==> src/rtl/vsup_pkg.sv <==
// Package: shared state encoding for the supply supervisor.
// Assumes all users compile this file first.
package vsup_pkg;

    // Sequencer states.
    typedef enum logic [2:0] {
        ST_CHARGE  = 3'd0,  // source may charge, chip held off
        ST_RUN     = 3'd1,  // chip running, source off
        ST_DRAIN   = 3'd2,  // chip stopped, waiting for the restart level
        ST_KA_HOLD = 3'd3,  // fault held, waiting for supply to sag
        ST_KA_CHG  = 3'd4   // fault held, recharging to turn-on
    } vsup_state_t;

endpackage

==> src/rtl/vsup_uvlo_sel.sv <==
// Module: adaptive UVLO level selector.
// Selects the reduced turn-off level at light load. It restores the normal
// level only when light load has cleared and the supply is above the
// normal level. Assumes all inputs are synchronized single bits.
module vsup_uvlo_sel (
    input  logic clk,
    input  logic rst_n,
    input  logic light_load,
    input  logic vcc_ge_off_nom,
    input  logic vcc_ge_off_red,
    output logic low_sel,
    output logic above_active
);

    // Register holding the selected level.
    always_ff @(posedge clk) begin
        if (!rst_n) begin
            low_sel <= 1'b0;
        end else if (light_load) begin
            low_sel <= 1'b1;
        end else if (low_sel && vcc_ge_off_nom) begin
            low_sel <= 1'b0;
        end
    end

    // Comparison against whichever level is currently active.
    always_comb begin
        above_active = low_sel ? vcc_ge_off_red : vcc_ge_off_nom;
    end

    AST_LOW_ON_LIGHT: assert property (@(posedge clk) disable iff (!rst_n)
        light_load |=> low_sel);

    AST_NORMAL_NEEDS_BOTH: assert property (@(posedge clk) disable iff (!rst_n)
        (low_sel && (light_load || !vcc_ge_off_nom)) |=> low_sel);

endmodule

==> src/rtl/vsup_seq.sv <==
// Module: start-up / run / keep-alive sequencer.
// Holds the supervisor state and moves it on single-bit threshold
// comparisons. Assumes above_active already reflects the selected UVLO level.
module vsup_seq
    import vsup_pkg::*;
(
    input  logic        clk,
    input  logic        rst_n,
    input  logic        fault_held,
    input  logic        vcc_ge_on,
    input  logic        vcc_ge_on_m1,
    input  logic        vcc_ge_restart,
    input  logic        above_active,
    output vsup_state_t state
);

    vsup_state_t nxt;

    // Next-state selection.
    always_comb begin
        nxt = state;
        unique case (state)
            ST_CHARGE:  if (vcc_ge_on) nxt = ST_RUN;
            ST_RUN: begin
                if (fault_held)         nxt = ST_KA_HOLD;
                else if (!above_active) nxt = ST_DRAIN;
            end
            ST_DRAIN:   if (!vcc_ge_restart) nxt = ST_CHARGE;
            ST_KA_HOLD: begin
                if (!fault_held)        nxt = ST_DRAIN;
                else if (!vcc_ge_on_m1) nxt = ST_KA_CHG;
            end
            ST_KA_CHG: begin
                if (!fault_held)        nxt = ST_DRAIN;
                else if (vcc_ge_on)     nxt = ST_KA_HOLD;
            end
            default:    nxt = ST_CHARGE;
        endcase
    end

    // State register.
    always_ff @(posedge clk) begin
        if (!rst_n) state <= ST_CHARGE;
        else        state <= nxt;
    end

    AST_RUN_NEEDS_ON: assert property (@(posedge clk) disable iff (!rst_n)
        (state == ST_CHARGE && !vcc_ge_on) |=> (state == ST_CHARGE));

    AST_DRAIN_TO_CHARGE: assert property (@(posedge clk) disable iff (!rst_n)
        (state == ST_DRAIN && !vcc_ge_restart) |=> (state == ST_CHARGE));

endmodule

==> src/rtl/vsup_outdec.sv <==
// Module: output decoder.
// Maps the sequencer state to source enable, supply-OK and run. Assumes the
// start-up source may only draw current while the input bus is present.
module vsup_outdec
    import vsup_pkg::*;
(
    input  vsup_state_t state,
    input  logic        bus_ok,
    output logic        hv_src_en,
    output logic        supply_ok,
    output logic        run
);

    // Decode outputs from state.
    always_comb begin
        hv_src_en = 1'b0;
        supply_ok = 1'b0;
        run       = 1'b0;
        unique case (state)
            ST_CHARGE:  hv_src_en = bus_ok;
            ST_RUN:     begin supply_ok = 1'b1; run = 1'b1; end
            ST_DRAIN:   supply_ok = 1'b1;
            ST_KA_HOLD: supply_ok = 1'b1;
            ST_KA_CHG:  begin supply_ok = 1'b1; hv_src_en = bus_ok; end
            default:    hv_src_en = 1'b0;
        endcase
    end

endmodule

==> src/rtl/vsup_top.sv <==
// Module: supply start-up and adaptive UVLO supervisor, top level.
// Combines the level selector, the sequencer and the output decoder.
// Assumes every comparator input is already synchronized to clk.
module vsup_top
    import vsup_pkg::*;
(
    input  logic clk,
    input  logic rst_n,
    input  logic bus_ok,
    input  logic light_load,
    input  logic fault_held,
    input  logic vcc_ge_on,
    input  logic vcc_ge_on_m1,
    input  logic vcc_ge_off_nom,
    input  logic vcc_ge_off_red,
    input  logic vcc_ge_restart,
    output logic hv_src_en,
    output logic supply_ok,
    output logic run,
    output logic uvlo_low_sel
);

    vsup_state_t state;
    logic        above_active;

    vsup_uvlo_sel u_sel (
        .clk            (clk),
        .rst_n          (rst_n),
        .light_load     (light_load),
        .vcc_ge_off_nom (vcc_ge_off_nom),
        .vcc_ge_off_red (vcc_ge_off_red),
        .low_sel        (uvlo_low_sel),
        .above_active   (above_active)
    );

    vsup_seq u_seq (
        .clk            (clk),
        .rst_n          (rst_n),
        .fault_held     (fault_held),
        .vcc_ge_on      (vcc_ge_on),
        .vcc_ge_on_m1   (vcc_ge_on_m1),
        .vcc_ge_restart (vcc_ge_restart),
        .above_active   (above_active),
        .state          (state)
    );

    vsup_outdec u_dec (
        .state     (state),
        .bus_ok    (bus_ok),
        .hv_src_en (hv_src_en),
        .supply_ok (supply_ok),
        .run       (run)
    );

    AST_SRC_RUN_EXCL: assert property (@(posedge clk) disable iff (!rst_n)
        !(hv_src_en && run));

    AST_RUN_HAS_OK: assert property (@(posedge clk) disable iff (!rst_n)
        run |-> supply_ok);

    AST_RUN_STOP_LEVEL: assert property (@(posedge clk) disable iff (!rst_n)
        (run && !fault_held && !(uvlo_low_sel ? vcc_ge_off_red : vcc_ge_off_nom)) |=> !run);

    AST_FAULT_STOPS_RUN: assert property (@(posedge clk) disable iff (!rst_n)
        (run && fault_held) |=> (!run && supply_ok && !hv_src_en));

endmodule

==> config.mk <==
export PLATFORM = sky130hd
export DESIGN_NAME = vsup_top
export DESIGN_NICKNAME = d
export VERILOG_FILES = /design/src/rtl/vsup_pkg.sv /design/src/rtl/vsup_uvlo_sel.sv /design/src/rtl/vsup_seq.sv /design/src/rtl/vsup_outdec.sv /design/src/rtl/vsup_top.sv
export SDC_FILE = /design/constraint.sdc
export NUM_CORES = 1
export LEC_CHECK = 0
export CAP_MARGIN = 20
export CORE_AREA = 5 5 42 44
export CTS_BUF_LIST = sky130_fd_sc_hd__clkbuf_8
export CTS_CLUSTER_DIAMETER = 200
export CTS_CLUSTER_SIZE = 8
export DETAILED_ROUTE_END_ITERATION = 6
export DIE_AREA = 0 0 47 49
export GPL_ROUTABILITY_DRIVEN = 0
export PLACE_DENSITY_LB_ADDON = 0.08
export SYNTH_ARGS = -nofsm -noshare
export SYNTH_HDL_FRONTEND = slang
export SYNTH_SLANG_ARGS = --single-unit
==> constraint.sdc <==
create_clock -name clk -period 2.3 [get_ports clk]
set_input_delay 0.46 -clock clk [delete_from_list [all_inputs] [get_ports clk]]
set_output_delay 0.46 -clock clk [all_outputs]
set_load 0.05 [all_outputs]
==> flow_summary_export.csv <==
group,metric,value,unit
pwr,power_leakage,0.182,nW
final_layout,layout-drive-gt1-share,0.180,
synth,async_flop_share,0,
die,core-area,0.00140,mm^2
pwr,p_per_area,726,mW/mm^2
synth,synth_cell_type_count,23,
setup_path,end_kind,"output port",
setup_path,cp.arrival,1.69,ns
job,cap_violations,0,
drt,drtIter0Drc,10,
die,rows,14,
setup_path,r2r_start,"u_sel.low_sel",
die,die_y,49,um
synth,synth_cells,35,
clock_network,cts_setup_buffers,0,
pwr,p_total,0.000348,W
placement,hpwl,652,um
global_route,grt_max_degree,10,
final_layout,n_antenna_cell,0,
final_layout,utilization,0.342,
global_route,antenna_found_initial,0,
pwr,peakVddDrop,0.000301,V
global_route,grt_pass1_vias,316,
setup_path,rrSetupSlack,1.17,ns
clock_network,hold_buffers,0,
clock_network,cts_sinks,4,
drt,wl,796,um
timing,relSlewSlack,0.664,
synth,synth-seq-cells,4,
synth,yosys_warnings,0,
final_layout,nets,62,
clock_network,path_clk_slew,0.03,ns
global_route,grt-ovfl-total,0,
drt,route.antenna.remaining_nets,0,
drt,drc,0,
timing,setup_viol,0,
timing,skew,0.00313,ns
timing,finalCritPeriodShare,0.935,
clock_network,cts_buffers,3,
timing,drv_slew,0,
setup_path,cp.required,1.84,ns
drt,vias_per_cell,4.62,
global_route,grt_first_pass_wirelength,1.31,mm
synth,netlist_area,295,um^2
setup_path,cp_num_buf_inv,1,
drt,avgRoutedWirePerCell,12.1,um
setup_path,crit_family,"buffers and inverters",
clock_network,cts_root_buf,"clkbuf_8",
final_layout,most-common-layout-cells,"clkdlybuf4s50_1 (11), dfxtp_1 (4), nor2_1 (3), nor3_1 (3), clkbuf_8 (3)",
timing,tightest_slew,0.502,ns
worst_hold_path,holdPathEnd,"u_seq.state[0]",
synth,synth_top_area_frac,0.271,
setup_path,rr_worst_depth,4,
die,start_util,0.211,
setup_path,path_class,"flip-flop to output port",
clock_network,cts_resized,0,
final_layout,final_common_cell,"clkdlybuf4s50_1",
final_layout,fill_cells,153,
timing,finalCriticalPeriod,2.15,ns
synth,avgSynthCellArea,8.44,um^2
clock_network,clkLatencyLatePin,0.22,ns
synth,synth_top_cell_by_area,"dfxtp_1",
timing,hold_viol_final,0,
clock_network,tritoncts,"done",
synth,syn-num-nets,45,
synth,synth-edff-count,0,
drt,drt_pass1_iterations,4,
clock_network,cts_max_path_buffers,2,
die,die_x,47,um
die,io_pins,14,
clock_network,htreeDepth,1,
timing,max_freq,465,MHz
die,die_area,0.00230,mm^2
synth,synth_area_leaders,"dfxtp_1 (27%), buf_6 (7.6%), nor3_1 (5.1%)",
placement,io_buffers,13,
timing,rsz0062_at_grt,"no",
setup_path,cp_slowest_stage_delay,0.82,ns
drt,vias,305,
worst_hold_path,hold_path_depth,2,
setup_path,cp_cell_sequence,"nand2b_4 -> nor2_1 -> clkdlybuf4s50_1",
worst_hold_path,hold_start,"u_seq.state[0]",
setup_path,reg2reg_to,"u_seq.state[1]",
global_route,grtUsageTotal,0.0829,
final_layout,syn_to_final_growth,62.3,%
timing,final.setup.tns,0,ns
synth,ys.flop_type,"dfxtp_1",
setup_path,cp_max_fo,8,
outcome,outcome,"finished, final reports clean",
setup_path,critPathSlowestCell,"clkdlybuf4s50_1",
setup_path,crit_path_start_kind,"flip-flop",
synth,synth-seq-area-share,0.271,
worst_hold_path,hold_class,"flip-flop to flip-flop",
stage by stage:
| step | hold WS [ns] | cells | worst slack, ns | instance area (um^2) |
|---|---|---|---|---|
| final | 0.602 | 66 | 0.151 | 479 |
| after global routing | 0.673 | 66 | 0.102 | 479 |
| after CTS | 0.603 | 66 | 0.142 | 479 |
| after detailed placement | 0.597 | 63 | 0.384 | 438 |
| after global placement | 0.590 | 63 | 0.408 | 438 |
| after floorplan | 0.557 | 35 | 0.508 | 295 |
layer usage:
layer | track usage | up-vias | share of wire
met5 | 0 | - | 0
met4 | 0.0968 | 0 | 0.029
met3 | 0.0148 | 2 | 0.080
met2 | 0.122 | 11 | 0.51
met1 | 0.0850 | 136 | 0.38
li1 | - | 156 | -
area by class of cell:
type / count / area [um^2] / area share
tap: 16 / 20.0 / 0.0418
inverter: 3 / 11.3 / 0.0235
timing repair buffer: 14 / 145 / 0.303
clock buffer: 3 / 41.3 / 0.0862
multi-input combinational: 26 / 181 / 0.379
sequential: 4 / 80.1 / 0.167
worst register-to-register path: stages, from the launching register on:
cell	delay [ns]
dfxtp_1	0.35
mux2i_1	0.26
nor3_1	0.08
a311oi_2	0.22
o21a_1	0.16
registers in the layout, summed over array words and instances (netlist names):
| signal | cells |
|---|---|
| u_seq.state | 3 |
| u_sel.low_sel | 1 |
synth_stat cells, drive strengths merged (2+ instances only):
cell type	n
o21a	2
nor3	3
inv	3
dfxtp	4
buf	2
nor2	3
nor2b	2
nand3b	2
kinds of logic (layout without fill, tap and decap cells):
kind of cell,Yosys count,after routing,share of synthesized area
buffers and inverters,5,20,0.114
DFF,4,4,0.271
xor gates and xnor gates,1,1,0.0297
AOI/OAI and AO/OA,9,9,0.246
muxes,1,1,0.0339
and+or+nand+nor,15,15,0.305
how the worst max path moves through the flow:
stage	startpoint	slack, ns	endpoint	depth (start not counted)
2_1_floorplan	u_seq.state[0]	0.51	supply_ok	2
3_3_place_gp	u_seq.state[2]	0.41	run	3
3_5_place_dp	u_seq.state[2]	0.38	run	3
4_1_cts	u_seq.state[2]	0.14	run	3
5_1_grt	u_seq.state[2]	0.10	run	3
6_report	u_seq.state[2]	0.15	run	3
power breakdown:
group	leakage, nW	switching, W	total [W]	internal (W)
combinational	0.127	0.0000650	0.000118	0.0000535
clock	0.0216	0.0000362	0.000148	0.000112
sequential	0.0330	0.00000625	0.0000816	0.0000754
total	0.182	0.000107	0.000348	0.000240
(Power assumes the default switching activity.)
